### src/rtl/pacc_pkg.sv
`timescale 1ns/1ps
package pacc_pkg;
  typedef enum logic {
    MODE_EVENT = 1'b0,
    MODE_GATED = 1'b1
  } pacc_mode_e;
endpackage

### src/rtl/pacc_sync_edge.sv
`timescale 1ns/1ps
module pacc_sync_edge #(
  parameter int STAGES = 2
) (
  input  logic clk_i,
  input  logic rst_ni,
  input  logic pin_i,
  input  logic pol_i,
  output logic act_o,
  output logic act_rise_o,
  output logic act_fall_o
);
  logic [STAGES-1:0] sync_q;
  logic              prev_q;
  logic              act_prev;

  always_ff @(posedge clk_i or negedge rst_ni) begin
    if (!rst_ni) begin
      sync_q <= '0;
      prev_q <= 1'b0;
    end else begin
      sync_q <= {sync_q[STAGES-2:0], pin_i};
      prev_q <= sync_q[STAGES-1];
    end
  end

  // polarity applied to both samples: a pol change alone never makes an edge
  assign act_o      = sync_q[STAGES-1] ~^ pol_i;
  assign act_prev   = prev_q ~^ pol_i;
  assign act_rise_o = act_o & ~act_prev;
  assign act_fall_o = ~act_o & act_prev;

  AST_EDGE_NEEDS_CHANGE: assert property (@(posedge clk_i) disable iff (!rst_ni)
    (act_rise_o || act_fall_o) |-> (sync_q[STAGES-1] != prev_q)) else $error("edge");
endmodule

### src/rtl/pacc_tick_gen.sv
`timescale 1ns/1ps
module pacc_tick_gen #(
  parameter int TICK_DIV = 64
) (
  input  logic clk_i,
  input  logic rst_ni,
  output logic tick_o
);
  localparam int DW = (TICK_DIV > 1) ? $clog2(TICK_DIV) : 1;
  localparam logic [DW-1:0] LAST = DW'(TICK_DIV - 1);

  logic [DW-1:0] div_q;

  always_ff @(posedge clk_i or negedge rst_ni) begin
    if (!rst_ni)            div_q <= '0;
    else if (div_q == LAST) div_q <= '0;
    else                    div_q <= div_q + DW'(1);
  end

  assign tick_o = (div_q == LAST);

  AST_TICK_SPACED: assert property (@(posedge clk_i) disable iff (!rst_ni)
    tick_o |=> !tick_o) else $error("tick");
endmodule

### src/rtl/pacc_counter.sv
`timescale 1ns/1ps
module pacc_counter #(
  parameter int CNT_W = 8
) (
  input  logic             clk_i,
  input  logic             rst_ni,
  input  logic             load_i,
  input  logic [CNT_W-1:0] load_val_i,
  input  logic             inc_i,
  output logic [CNT_W-1:0] cnt_o,
  output logic             wrap_o
);
  logic [CNT_W-1:0] cnt_q;

  always_ff @(posedge clk_i or negedge rst_ni) begin
    if (!rst_ni)     cnt_q <= '0;
    else if (load_i) cnt_q <= load_val_i;
    else if (inc_i)  cnt_q <= cnt_q + CNT_W'(1);
  end

  assign cnt_o  = cnt_q;
  assign wrap_o = inc_i & ~load_i & (&cnt_q);

  AST_LOAD_WINS: assert property (@(posedge clk_i) disable iff (!rst_ni)
    load_i |=> cnt_q == $past(load_val_i)) else $error("load");
  AST_INC_ONE: assert property (@(posedge clk_i) disable iff (!rst_ni)
    (inc_i && !load_i) |=> cnt_q == $past(cnt_q) + CNT_W'(1)) else $error("inc");
  AST_HOLD: assert property (@(posedge clk_i) disable iff (!rst_ni)
    (!inc_i && !load_i) |=> $stable(cnt_q)) else $error("hold");
endmodule

### src/rtl/pulse_acc_top.sv
`timescale 1ns/1ps
module pulse_acc_top
  import pacc_pkg::*;
#(
  parameter int CNT_W       = 8,
  parameter int TICK_DIV    = 64,
  parameter int SYNC_STAGES = 2
) (
  input  logic             clk_i,
  input  logic             rst_ni,
  input  logic             en_i,
  input  logic             mode_i,
  input  logic             pol_i,
  input  logic             pin_i,
  input  logic             load_i,
  input  logic [CNT_W-1:0] load_val_i,
  input  logic             ovf_clr_i,
  input  logic             in_clr_i,
  output logic [CNT_W-1:0] count_o,
  output logic             ovf_flag_o,
  output logic             in_flag_o
);
  pacc_mode_e mode;
  logic act, act_rise, act_fall, tick, inc, wrap, in_set;
  logic ovf_q, in_q;

  assign mode = pacc_mode_e'(mode_i);

  pacc_sync_edge #(.STAGES(SYNC_STAGES)) u_sync (
    .clk_i, .rst_ni, .pin_i, .pol_i,
    .act_o(act), .act_rise_o(act_rise), .act_fall_o(act_fall)
  );

  pacc_tick_gen #(.TICK_DIV(TICK_DIV)) u_tick (
    .clk_i, .rst_ni, .tick_o(tick)
  );

  always_comb begin
    if (mode == MODE_GATED) begin
      inc    = en_i & act & tick;
      in_set = en_i & act_fall;
    end else begin
      inc    = en_i & act_rise;
      in_set = en_i & act_rise;
    end
  end

  pacc_counter #(.CNT_W(CNT_W)) u_cnt (
    .clk_i, .rst_ni, .load_i, .load_val_i,
    .inc_i(inc), .cnt_o(count_o), .wrap_o(wrap)
  );

  // set beats clear
  always_ff @(posedge clk_i or negedge rst_ni) begin
    if (!rst_ni) begin
      ovf_q <= 1'b0;
      in_q  <= 1'b0;
    end else begin
      ovf_q <= wrap   | (ovf_q & ~ovf_clr_i);
      in_q  <= in_set | (in_q  & ~in_clr_i);
    end
  end

  assign ovf_flag_o = ovf_q;
  assign in_flag_o  = in_q;

  AST_OVF_SET: assert property (@(posedge clk_i) disable iff (!rst_ni)
    wrap |=> ovf_flag_o && count_o == '0) else $error("ovf");
  AST_IN_SET_WINS: assert property (@(posedge clk_i) disable iff (!rst_ni)
    (in_set && in_clr_i) |=> in_flag_o) else $error("inset");
  AST_OVF_STICKY: assert property (@(posedge clk_i) disable iff (!rst_ni)
    (ovf_flag_o && !ovf_clr_i) |=> ovf_flag_o) else $error("ovfs");
  AST_EN_BLOCKS: assert property (@(posedge clk_i) disable iff (!rst_ni)
    (!en_i && !load_i) |=> $stable(count_o)) else $error("en");
endmodule

### config.mk
export PLATFORM = sky130hd
export DESIGN_NAME = pulse_acc_top
export DESIGN_NICKNAME = d
export VERILOG_FILES = /design/src/rtl/pacc_pkg.sv /design/src/rtl/pacc_sync_edge.sv /design/src/rtl/pacc_tick_gen.sv /design/src/rtl/pacc_counter.sv /design/src/rtl/pulse_acc_top.sv
export SDC_FILE = /design/constraint.sdc
export NUM_CORES = 1
export LEC_CHECK = 0
export BUFFER_PORTS_ARGS = -buffer_cell sky130_fd_sc_hd__buf_2
export CAP_MARGIN = 20
export CORE_ASPECT_RATIO = 0.7
export CORE_MARGIN = 4
export CORE_UTILIZATION = 45
export CTS_BUF_LIST = sky130_fd_sc_hd__clkbuf_16
export DETAILED_ROUTE_END_ITERATION = 12
export PLACE_DENSITY = 0.71
export SKIP_CTS_REPAIR_TIMING = 1
export SLEW_MARGIN = 10
export SYNTH_ARGS = -nofsm -noshare
export SYNTH_HDL_FRONTEND = slang
export SYNTH_HIERARCHICAL = 1
export SYNTH_SLANG_ARGS = --single-unit
### constraint.sdc
create_clock -name clk_i -period 2.7 [get_ports clk_i]
set_input_delay 0.135 -clock clk_i [delete_from_list [all_inputs] [get_ports clk_i]]
set_output_delay 0.135 -clock clk_i [all_outputs]
set_load 0.02 [all_outputs]
# Word-level counts from Yosys, hierarchy flattened
# Index checks and enable logic that the tools add are counted.
[op_classes]
shift = 0
muxes = 5
mul = 0
bitwise_logic = 19
reduce_logical = 2
n_eq_ne = 1
n_lt_le_gt_ge = 0
n_div = 0
add_sub_neg = 2
[ops]
columns = ["cell", "count"]
rows = [
  ["$mux W8", 2],
  ["$and A1 B1 Y1", 10],
  ["$add A8 B1 Y8 const B", 1],
  ["$reduce_and A8 Y1", 1],
  ["$add A6 B1 Y6 const B", 1],
  ["$eq A6 B6 Y1 const B", 1],
  ["$mux W6", 1],
  ["$not A1 Y1", 5],
  ["$mux W1", 2],
  ["$or A1 B1 Y1", 2],
  ["$reduce_bool A2 Y1", 1],
  ["$xnor A1 B1 Y1", 2],
]
[totals]
ram_bits = 0
reg_bits = 19
output_inout_bits = 10
in_bits = 17
mem_count = 0
latchBits = 0
romBits = 0

# Depth between registers and ports, before layout
# Gate-level depths: netlist (run 1).
[logic_depth]
ltp_word = 8
mapped_depth = 9
mapped_depth_nobuf = 8

# Modules after synthesis
# The synthesis (run 1) kept the hierarchy.
[modules_own_cells]
columns = ["mod", "area_per_inst_um2", "cells_per_inst", "seq_area_each_um2", "n_inst"]
rows = [
  ["pacc_counter", 465.4, 51, 200.2, 1],
  ["pacc_tick_gen", 242.7, 20, 150.1, 1],
  ["pacc_sync_edge", 122.6, 10, 75.1, 1],
  ["pulse_acc_top", 101.3, 11, 50.0, 1],
]

# Worst setup path after synthesis (run 1)
# No wires, ideal clock.
[synth_timing]
path_type = "register to register"
startpoint = "reg u_tick.div_q[0]"
endpoint = "reg u_cnt.cnt_q[7] (netlist: u_cnt/cnt_o[7])"
setup_slack_ns = 0.664
arrival_ns = 1.967
n_path_buf = 1
path_stages_with_launch = 10
synth_period_minus_slack_ns = 2.036
path_cell_list = "dfrtp_1 ha_1 nand3_1 nor2_1 nand3_1 a21oi_1 buf_4 nand4_2 or4_1 nand3_1"
[synth_between]
elab_chain_len = 4
[synth_rtl]
columns = ["element", "line", "rtl"]
rows = [
  ["start, declared", "pacc_tick_gen.sv:12", "logic [DW-1:0] div_q;"],
  ["start signal, assigned", "pacc_tick_gen.sv:17", "else div_q <= div_q + DW'(1);"],
  ["$eq A6 B6 Y1", "pacc_tick_gen.sv:20", "assign tick_o = (div_q == LAST);"],
  ["via tick", "pulse_acc_top.sv:24", "logic act, act_rise, act_fall, tick, inc, wrap, in_set;"],
  ["$and A1 B1 Y1", "pulse_acc_top.sv:40", "inc = en_i & act & tick;"],
  ["$mux W1", "pulse_acc_top.sv:39", "if (mode == MODE_GATED) begin"],
  ["via inc", "pulse_acc_top.sv:24", ""],
  ["$reduce_bool A2 Y1 (no source line)", "--", ""],
  ["end signal, assigned", "pacc_counter.sv:17", "else if (load_i) cnt_q <= load_val_i;"],
  ["end signal, assigned", "pacc_counter.sv:18", "else if (inc_i) cnt_q <= cnt_q + CNT_W'(1);"],
  ["end, declared", "pacc_counter.sv:13", "logic [CNT_W-1:0] cnt_q;"],
]
# The timed path passes the listed nets, and every way through them passes these cells.
# A chain may end at the register's enable or synchronous reset.

# Final worst setup path (run 1)
# Ends and elaborated chain as after synthesis.

==> results by group, run 1 <==
Run status
  • Status: completed

Finish
  • Multi-input logic area: 422 um^2
  • Number of diodes: 0
  • Fill cells: 159
  • Nets: 142
  • Most frequent cells in the layout: 26 x buf_2, 19 x dfrtp_1, 14 x nand2_1, 8 x o21ai_0
  • Share of layout cells above drive strength 1: 29.5%
  • Final core utilization: 61.8%
  • Commonest non-fill, non-tap cell in the layout: buf_2
  • Area grow syn2layout: 26.2%
  • Final instance area: 1180 um^2
  • Register area: 475 um^2

Synthesis
  • Mean Syn Cell Area: 10.1 um^2
  • Dominant cells by area after synthesis: dfrtp_1 51%, nand2_1 5.6%, xor2_1 4.7%, o21ai_0 4.3%, xnor2_1 2.8%
  • Yosys top cell area share: 51.0%
  • Yosys warning total: 6
  • Syn Nets: 111
  • Mapped Area: 932 um^2
  • Seq/Total Area, Yosys: 51.0%
  • Most area-hungry cell type in the Yosys netlist: dfrtp_1
  • Synth Register Bits: 19
  • Syn Inst Count: 92
  • Synth unique cells: 29

Timing
  • Worst clock skew: 1.58 ps
  • Worst-Margin Slew: 422 ps
  • Max-slew violations: 0
  • Final setup viols: 0
  • WHS: 77.5 ps
  • Tmin final: 2230 ps
  • F_max: 448 MHz
  • RSZ-0062 raised after global routing: false
  • Period Utilization, post-route: 82.6%
  • Max-slew headroom: 71.9%
  • Final TNS setup: 0 ps
  • Hold Fails Final Rpt: 0

Worst setup path
  • Critical Path Sink Type: register
  • Crit Path Max Fanout: 5
  • Startpoint Class: register
  • Critical path type: reg -> reg
  • Critical Path AT: 2420 ps
  • Critical Path RT: 2890 ps

Route
  • Pre-Repair DR Iteration Count: 4
  • Detailed-route via count: 762
  • 1st-iter DRT viols: 32
  • Final ANT Viol Nets: 0
  • Vias per cell: 5.29
  • Routed len/inst: 12.9 um
  • Drt drc: 0
  • Final wirelength: 1.85 mm

Placement
  • I/O Buffers: 26
  • Detail Placement HPWL: 1.37 mm
  • Area after DPL: 1080 um^2
  • Global placement routability congestion: 0.733

Floorplan
  • Core Area: 1900 um^2
  • Die span in x: 62.4 um
  • DIE AREA: 2880 um^2
  • Die Ht: 46.1 um
  • # IOs: 27
  • Num rows: 13
  • Initial core utilization: 49.0%

Global routing
  • Vias in the first global route: 681
  • Largest net degree at the start of global routing: 20
  • First-pass GRT wire length: 3.08 mm
  • Total GRT Usage: 14.1%
  • GRT overflow: 0
  • Initial antenna violation count: 0

Run
  • Max_cap viols: 0

Clock tree
  • CTS Root Cell: clkbuf_16
  • H-tree levels: 1
  • CTS tree: built
  • Clock Pin Slew Worst Setup and Hold Paths: 50 ps
  • Skew-Pair Late Insertion Delay: 250 ps
  • Clk sinks: 19
  • Number of buffers created by CTS: 3
  • Maximum clock path buffer count: 2

Worst hold path
  • Hold Crit Class: in -> reg

Power and ir drop
  • Pwr/cell area: 602 nW/um^2
  • Max IR drop VDD: 480 uV
  • Leak: 0.000578 uW
  • Total Power: 708 uW
cell type report:
type                       count  share of cell area, %
inverter                       4                   1.28
multi-input combinational     66                   35.9
clock inverter                 1                  0.319
tap                           22                   2.34
sequential                    19                   40.4
timing repair buffer          29                   13.4
clock buffer                   3                   6.38
kinds of logic (layout without fill, tap and decap cells):
logic type	count (synthesis)	in the layout	share of synthesized area (%)
AND/OR/NAND/NOR	38	38	21.6
flip-flops	19	19	51.0
AO/OA/AOI/OAI	16	16	11.3
XOR/XNOR	8	8	7.52
buffers and inverters	7	37	3.76
adder cells (fa/ha/maj)	2	2	2.68
multiplexers	2	2	2.15
routing by layer:
layer / routed length [um] / GRT usage (%)
met1: 906 / 18.1
met5: 0 / 0
met2: 793 / 20.9
met3: 143 / 7.07
met4: 8 / 5.08
worst max-delay path, stage by stage, from the launching register on:
cell and delay, ps:
dfrtp_1 380, ha_1 200, nand3_1 120, nor2_1 300
nand3_1 120, a21oi_1 260, nand4_2 200, or4_1 500
nand3_1 90
per-stage QoR:
step,setup WS (ps),instances
after CTS,483,142
final,468,144
after floorplan,664,92
after detailed placement,506,138
after global routing,313,144
after global placement,637,138
cell usage after synthesis (all sizes together):
cell     n
a41o     1
nand3    5
nor3     1
and3     1
xnor2    3
buf      3
ha       2
or2      1
o211ai   1
or3      1
nand2   14
mux2i    2
nand2b   4
xor2     5
a21o     1
nand4    4
or4      2
nor2b    2
nor2     3
dfrtp   19
a21oi    2
o22ai    3
inv      4
o21ai    8
final timing paths:
path | slack, ps | cells after the start | to | from
setup / recovery | 470 | 8 | u_cnt/cnt_o[7] | u_tick/div_q[0]
hold / removal | 80 | 2 | in_flag_o | in_clr_i
setup reg to reg | 470 | 8 | u_cnt/cnt_o[7] | u_tick/div_q[0]
hold reg to reg | 350 | 0 | u_sync/sync_q[1] | u_sync/sync_q[0]
max in group asynchronous | 2050 | 2 | u_sync/prev_q | rst_ni
min in group asynchronous | 350 | 2 | u_cnt/cnt_o[0] | rst_ni
flip-flops by register name, summed over array words and instances, names as in the netlist:
| name | cells |
|---|---|
| u_sync/sync_q | 2 |
| u_tick/div_q | 6 |
| in_flag_o | 1 |
| u_cnt/cnt_o | 8 |
| ovf_flag_o | 1 |
| u_sync/prev_q | 1 |
power by group:
| part | internal, uW | switching (uW) | leakage (uW) | total (uW) |
|---|---|---|---|---|
| logic | 39.0 | 51.3 | 0.000307 | 90.3 |
| clock network | 197 | 102 | 0.0000423 | 299 |
| registers | 300 | 19.1 | 0.000229 | 319 |
Power figures use the tool's default switching activity.
==> run 2, diff against run 1 <==
Settings changed: ABC_AREA from default to 1, PLACE_DENSITY 0.71 to 0.7.
Clock period 2.7 ns to 2.06 ns, I/O delays scaled along.
==> run 2 against run 1 <==
Against the previous run: critical path depth increased by 2; worst hold slack worse by 52 ps; synthesized cell count up 32%; clock-buffer cell count stayed put; area after synthesis increased by 8.2%; combinational power up 61%.
==> results by group, run 2 <==
Run status
  • Status: completed (unchanged)

Synthesis
  • Top-count cell post-synth: nand2_1 (was dfrtp_1)
  • Mean Syn Cell Area: 8.33 um^2 (was 10.1 um^2)
  • Most used flip-flop cell after synthesis: dfrtp_1 (unchanged)
  • Synth Register Bits: 19 (unchanged)
  • Seq/Total Area, Yosys: 47.1% (was 51.0%)
  • Most area-hungry cell type in the Yosys netlist: dfrtp_1 (unchanged)
  • Dominant cells by area after synthesis: dfrtp_1 47%, nand2_1 13%, nand3_1 6.9%, a22oi_1 4.5%, inv_1 3.3% (was dfrtp_1 51%, nand2_1 5.6%, xor2_1 4.7%, o21ai_0 4.3%, xnor2_1 2.8%)
  • Syn Inst Count: 121 (was 92)
  • Ys async rst share: 100% (unchanged)
  • Yosys warning total: 6 (unchanged)
  • Synth unique cells: 21 (was 29)
  • EDFF count, synth: 0 (unchanged)
  • Top post-synthesis cells by count: 34 x nand2_1, 19 x dfrtp_1, 14 x nand3_1 (was 19 x dfrtp_1, 14 x nand2_1, 8 x o21ai_0)
  • Mapped Area: 1010 um^2 (was 932 um^2)
  • Yosys top cell area share: 47.1% (was 51.0%)
  • Syn Nets: 140 (was 111)

Finish
  • Number of diodes: 0 (unchanged)
  • Area grow syn2layout: 25.7% (was 26.2%)
  • Most frequent cells in the layout: 34 x nand2_1, 26 x buf_2, 19 x dfrtp_1, 14 x nand3_1 (was 26 x buf_2, 19 x dfrtp_1, 14 x nand2_1, 8 x o21ai_0)
  • Max reg flops: 8 (unchanged)
  • Share of layout cells above drive strength 1: 28.3% (was 29.5%)
  • Commonest non-fill, non-tap cell in the layout: nand2_1 (was buf_2)
  • Nets: 172 (was 142)

Worst setup path
  • CP Cell Sequence: ha_1 -> nand2_1 -> nor2_2 -> nand2_1 -> o21ai_1 -> nand2_4 -> inv_4 -> nand2_1 -> nor2_1 -> o21bai_1 (was ha_1 -> nand3_1 -> nor2_1 -> nand3_1 -> a21oi_1 -> nand4_2 -> or4_1 -> nand3_1)
  • R2R depth: 10 (was 8)
  • CP endpoint: ovf_flag_o (was u_cnt/cnt_o[7])
  • Critical Path Start: u_tick/div_q[0] (unchanged)
  • Critical Path Sink Type: register (unchanged)
  • Top delay family on crit path: simple AND/OR/NAND/NOR gates (unchanged)
  • Critical Path AT: 2040 ps (was 2420 ps)
  • Buffers and inverters on the worst path: 1 (was 0)
  • Critical Path RT: 2240 ps (was 2890 ps)
  • Reg-to-Reg End: ovf_flag_o (was u_cnt/cnt_o[7])
  • Crit Path Max Fanout: 7 (was 5)
  • CP max stage delay: 410 ps (was 500 ps)
  • CP max stage cell: dfrtp_1 (was or4_1)
  • Most used cell, CP: nand2_1 (was nand3_1)
  • R2r setup slk: 200 ps (was 470 ps)
  • Startpoint Class: register (unchanged)
  • WP depth: 10 (was 8)
  • Critical path type: reg -> reg (unchanged)
  • R2R Path Start: u_tick/div_q[0] (unchanged)

Timing
  • Max-slew violations: 0 (unchanged)
  • Final setup viols: 0 (unchanged)
  • Period Utilization, post-route: 90.3% (was 82.6%)
  • Max-slew headroom: 72.8% (was 71.9%)
  • Worst-Margin Slew: 406 ps (was 422 ps)
  • WHS: 25.8 ps (was 77.5 ps)
  • Tmin final: 1860 ps (was 2230 ps)
  • RSZ-0062 raised after global routing: false (unchanged)
  • Worst clock skew: 2.16 ps (was 1.58 ps)
  • F_max: 538 MHz (was 448 MHz)
  • Final TNS setup: 0 ps (unchanged)
  • Hold Fails Final Rpt: 0 (unchanged)

Clock tree
  • CTS Root Cell: clkbuf_16 (unchanged)
  • Maximum clock path buffer count: 2 (unchanged)
  • CTS tree: built (unchanged)
  • Clock Pin Slew Worst Setup and Hold Paths: 50 ps (about the same)
  • Number of buffers created by CTS: 3 (unchanged)
  • H-tree levels: 1 (unchanged)
  • Clk sinks: 19 (unchanged)
  • Skew-Pair Late Insertion Delay: 250 ps (about the same)

Route
  • Pre-Repair DR Iteration Count: 4 (unchanged)
  • Vias per cell: 4.79 (was 5.29)
  • Final ANT Viol Nets: 0 (unchanged)
  • Detailed-route via count: 882 (was 762)
  • Final wirelength: 2.16 mm (was 1.85 mm)
  • 1st-iter DRT viols: 31 (was 32)
  • Drt drc: 0 (unchanged)
  • Routed len/inst: 11.8 um (was 12.9 um)

Global routing
  • Total GRT Usage: 15.8% (was 14.1%)
  • Met1 Usage GRT: 20.1% (was 18.1%)
  • Vias in the first global route: 790 (was 681)
  • Routing usage on met3: 6.10% (was 7.07%)
  • First-pass GRT wire length: 3.55 mm (was 3.08 mm)
  • Busiest grt layer: met2 (unchanged)
  • Met2 global-route usage: 24.8% (was 20.9%)
  • GRT overflow: 0 (unchanged)
  • Largest net degree at the start of global routing: 20 (unchanged)
  • Initial antenna violation count: 0 (unchanged)

Worst hold path
  • Hold Crit Class: in -> reg (unchanged)
  • Hold Crit Start: ovf_clr_i (was in_clr_i)

Power and ir drop
  • Switch share: 25.8% (was 24.3%)
  • Internal: 711 uW (was 536 uW)
  • Flop pwr share: 44.2% (was 45.1%)
  • Leak: 0.000634 uW (was 0.000578 uW)
  • Logic pwr share: 15.1% (was 12.7%)
  • Clock power share: 40.7% (was 42.2%)
  • Max IR drop VDD: 570 uV (was 480 uV)
  • Switch Pwr: 247 uW (was 172 uW)
  • Pwr/cell area: 756 nW/um^2 (was 602 nW/um^2)

Floorplan
  • Initial core utilization: 47.2% (was 49.0%)
  • Core Area: 2140 um^2 (was 1900 um^2)
  • DIE AREA: 3070 um^2 (was 2880 um^2)
  • Die Ht: 47.6 um (was 46.1 um)
  • # IOs: 27 (unchanged)
  • Num rows: 14 (was 13)
  • Die span in x: 64.6 um (was 62.4 um)

Run
  • Max_cap viols: 0 (unchanged)

Placement
  • I/O Buffers: 26 (unchanged)
  • Global placement routability congestion: 0.907 (was 0.733)
  • Detail Placement HPWL: 1.72 mm (was 1.37 mm)
-- run 2: power groups by stage --
stage,combinational (uW),sequential [uW],clock [uW]
2_1_floorplan,65.6,448,0
6_report,145,423,390
4_1_cts,144,423,402
3_5_place_dp,144,429,0
5_1_grt,164,428,426
3_3_place_gp,141,427,0
-- run 2: layout make-up --
cell class                 instances  area [um^2]
multi-input combinational         89          472
sequential                        19          475
fill                             203          870
inverter                          12         50.0
clock buffer                       3         75.1
clock inverter                     1         5.00
timing repair buffer              28          150
tap                               32         40.0
-- run 2: kinds of logic (layout without fill, tap and decap cells) --
family | count (synthesis) | after routing | synth area share, %
flip-flops | 19 | 19 | 47.1
XOR/XNOR | 3 | 3 | 2.61
AND/OR/NAND/NOR | 67 | 67 | 30.5
adder cells (fa/ha/maj) | 2 | 2 | 2.48
AO/OA/AOI/OAI | 17 | 17 | 11.2
buffers and inverters | 13 | 44 | 6.08
-- run 2: worst min path at each step --
stage,slack [ps],to,cells past startpoint
3_3_place_gp,60,in_flag_o,1
4_1_cts,-210,in_flag_o,1
5_1_grt,30,ovf_flag_o,2
3_5_place_dp,60,in_flag_o,1
2_1_floorplan,-190,in_flag_o,0
6_report,30,ovf_flag_o,2
-- run 2: metrics by stage --
stage / area (um^2) / setup WS, ps / utilization (%) / total power [uW] / instances
global placement: 1170 / 329 / 54.6 / 568 / 178
global route: 1270 / 2.11 / 59.3 / 1020 / 184
finish: 1270 / 201 / 59.3 / 958 / 184
CTS: 1250 / 201 / 58.4 / 969 / 182
floorplan: 1010 / 402 / - / 513 / 121
detailed placement: 1170 / 213 / 54.6 / 573 / 178
-- run 2: worst reg2reg max path, stage by stage, from the launching register on --
cell      delay [ps]
dfrtp_1          410
ha_1             240
nand2_1          100
nor2_2           170
nand2_1           70
o21ai_1          340
nand2_4          120
inv_4            100
nand2_1           50
nor2_1            90
o21bai_1         100
-- run 2: per-layer routing --
layer / wire, um / vias to the layer above
met2: 985 / 21
met3: 127 / 2
met1: 1030 / 395
met5: 0 / -
li1: - / 464
met4: 22 / 0
==> run 3, diff against run 2 <==
Settings changed: CORE_UTILIZATION 45 to 30, PLACE_DENSITY 0.7 to default.
==> run 3 against run 2 <==
Against the previous run: register-to-register slack gained 80 ps; maximum frequency grew 4.2%; final cell count rose by 3.3%; die area up 42%; clock-buffer cell count unchanged; routed wire length up 2.5%; worst setup slack gained 75 ps; global-route usage shrank 5.0 points; sequential share of layout area shrank 0.33 points; core utilization decreased by 19 points; clock power is essentially flat; combinational power is essentially flat; critical path type unchanged; critical endpoint unchanged.
==> results by group, run 3 (synthesized netlist as in run 2, its figures left out) <==
Worst setup path
  • Critical Path RT: 2240 ps (about the same)
  • Startpoint Class: register (unchanged)
  • Critical path type: reg -> reg (unchanged)
  • Crit Path Max Fanout: 7 (unchanged)
  • Most used cell, CP: nand2_1 (unchanged)
  • CP Cell Sequence: ha_1 -> nand2_1 -> nor2_2 -> nand2_1 -> o21ai_2 -> nand2_4 -> inv_4 -> nand2_1 -> nor2_1 -> o21bai_1 (was ha_1 -> nand2_1 -> nor2_2 -> nand2_1 -> o21ai_1 -> nand2_4 -> inv_4 -> nand2_1 -> nor2_1 -> o21bai_1)
  • Critical Path AT: 1960 ps (was 2040 ps)
  • Buffers and inverters on the worst path: 1 (unchanged)
  • CP max stage delay: 410 ps (about the same)
  • Critical Path Sink Type: register (unchanged)
  • CP max stage cell: dfrtp_1 (unchanged)
  • Top delay family on crit path: simple AND/OR/NAND/NOR gates (unchanged)

Timing
  • Final setup viols: 0 (unchanged)
  • F_max: 560 MHz (was 538 MHz)
  • Worst clock skew: 5.01 ps (was 2.16 ps)
  • Worst-Margin Slew: 411 ps (was 406 ps)
  • Max-slew violations: 0 (unchanged)
  • Max-slew headroom: 72.6% (was 72.8%)
  • Tmin final: 1780 ps (was 1860 ps)
  • Hold Fails Final Rpt: 0 (unchanged)
  • Period Utilization, post-route: 86.6% (was 90.3%)
  • Final WS setup: 276 ps (was 201 ps)
  • RSZ-0062 raised after global routing: false (unchanged)
  • Final TNS setup: 0 ps (unchanged)

Clock tree
  • Clk sinks: 19 (unchanged)
  • Maximum clock path buffer count: 2 (unchanged)
  • CTS tree: built (unchanged)
  • Number of buffers created by CTS: 3 (unchanged)
  • Skew-Pair Late Insertion Delay: 250 ps (about the same)
  • Clock Pin Slew Worst Setup and Hold Paths: 50 ps (about the same)
  • CTS Root Cell: clkbuf_16 (unchanged)
  • H-tree levels: 1 (unchanged)

Run status
  • Status: completed (unchanged)

Global routing
  • GRT overflow: 0 (unchanged)
  • Initial antenna violation count: 0 (unchanged)
  • Largest net degree at the start of global routing: 20 (unchanged)
  • First-pass GRT wire length: 3.64 mm (was 3.55 mm)
  • Total GRT Usage: 10.8% (was 15.8%)
  • Vias in the first global route: 813 (was 790)

Finish
  • Share of layout cells above drive strength 1: 28.9% (was 28.3%)
  • Most frequent cells in the layout: 34 x nand2_1, 26 x buf_2, 19 x dfrtp_1, 14 x nand3_1 (unchanged)
  • Nets: 172 (unchanged)
  • Final instance area: 1280 um^2 (was 1270 um^2)
  • Max reg flops: 8 (unchanged)
  • Area grow syn2layout: 26.8% (was 25.7%)
  • Number of diodes: 0 (unchanged)
  • Fill cells: 329 (was 203)
  • Commonest non-fill, non-tap cell in the layout: nand2_1 (unchanged)

Route
  • WL met1: 1.06 mm (was 1.03 mm)
  • Detailed-route via count: 887 (was 882)
  • Top layer in use: met4 (unchanged)
  • DR WL met2: 1.02 mm (was 985 um)
  • Routed len/inst: 11.7 um (was 11.8 um)
  • Met3 WL post-DR: 126 um (was 127 um)
  • Final wirelength: 2.22 mm (was 2.16 mm)
  • Vias per cell: 4.67 (was 4.79)
  • 1st-iter DRT viols: 53 (was 31)
  • Final ANT Viol Nets: 0 (unchanged)
  • Pre-Repair DR Iteration Count: 4 (unchanged)
  • Drt drc: 0 (unchanged)

Floorplan
  • Core Area: 3190 um^2 (was 2140 um^2)
  • Die span in x: 77.3 um (was 64.6 um)
  • DIE AREA: 4370 um^2 (was 3070 um^2)
  • # IOs: 27 (unchanged)
  • Initial core utilization: 31.6% (was 47.2%)
  • Num rows: 17 (was 14)
  • Die Ht: 56.5 um (was 47.6 um)

Run
  • Max_cap viols: 0 (unchanged)

Power and ir drop
  • Pwr/cell area: 750 nW/um^2 (was 756 nW/um^2)
  • Max IR drop VDD: 343 uV (was 570 uV)
  • Leak: 0.000636 uW (was 0.000634 uW)

Placement
  • Detail Placement HPWL: 1.74 mm (was 1.72 mm)
  • Global placement routability congestion: 0.771 (was 0.907)
  • Area after DPL: 1170 um^2 (about the same)
  • I/O Buffers: 26 (unchanged)
  • DP Worst Slack: 185 ps (was 213 ps)

Worst hold path
  • Hold Crit Class: in -> reg (unchanged)
[run 3: area by class of cell]
class	count	area [um^2]	area share (%)
well taps	38	47.5	3.72
multi-input cells	89	475	37.2
repair buffers	28	150	11.7
inverters	12	50.0	3.91
clock buffers	3	75.1	5.87
clock inverters	1	5.00	0.391
flip-flops and latches	19	475	37.2
[run 3: through the flow]
| stage | total power [uW] | hold WS, ps | utilization, % | std cells |
|---|---|---|---|---|
| 4_1_cts | 971 | -210 | 39.3 | 188 |
| 5_1_grt | 1010 | 30.0 | 40.1 | 190 |
| 3_5_place_dp | 574 | 66.4 | 36.8 | 184 |
| 3_3_place_gp | 569 | 60.6 | 36.8 | 184 |
| 2_1_floorplan | 513 | -193 | - | 121 |
| 6_report | 959 | 24.3 | 40.1 | 190 |
[run 3: final timing paths]
path                                  start                to  slack [ps]  cells past startpoint
max                         u_tick/div_q[0]        ovf_flag_o         280                     10
min                               ovf_clr_i        ovf_flag_o          20                      2
max reg2reg                 u_tick/div_q[0]        ovf_flag_o         280                     10
min reg2reg                u_sync/sync_q[0]  u_sync/sync_q[1]         350                      0
max in group asynchronous            rst_ni    u_cnt/cnt_o[6]        1450                      2
min in group asynchronous            rst_ni    u_cnt/cnt_o[5]         310                      2
[run 3: where the power goes]
group	total [uW]	internal, uW	switching [uW]
combinational	146	55.7	89.9
sequential	424	396	28.3
clock	390	260	130
[run 3: metal layers]
layer  up-vias  GRT usage [%]
li1        460              -
met1       404           13.7
met2        21           16.7
met3         2           4.17
met4         0           3.81
met5         -              0
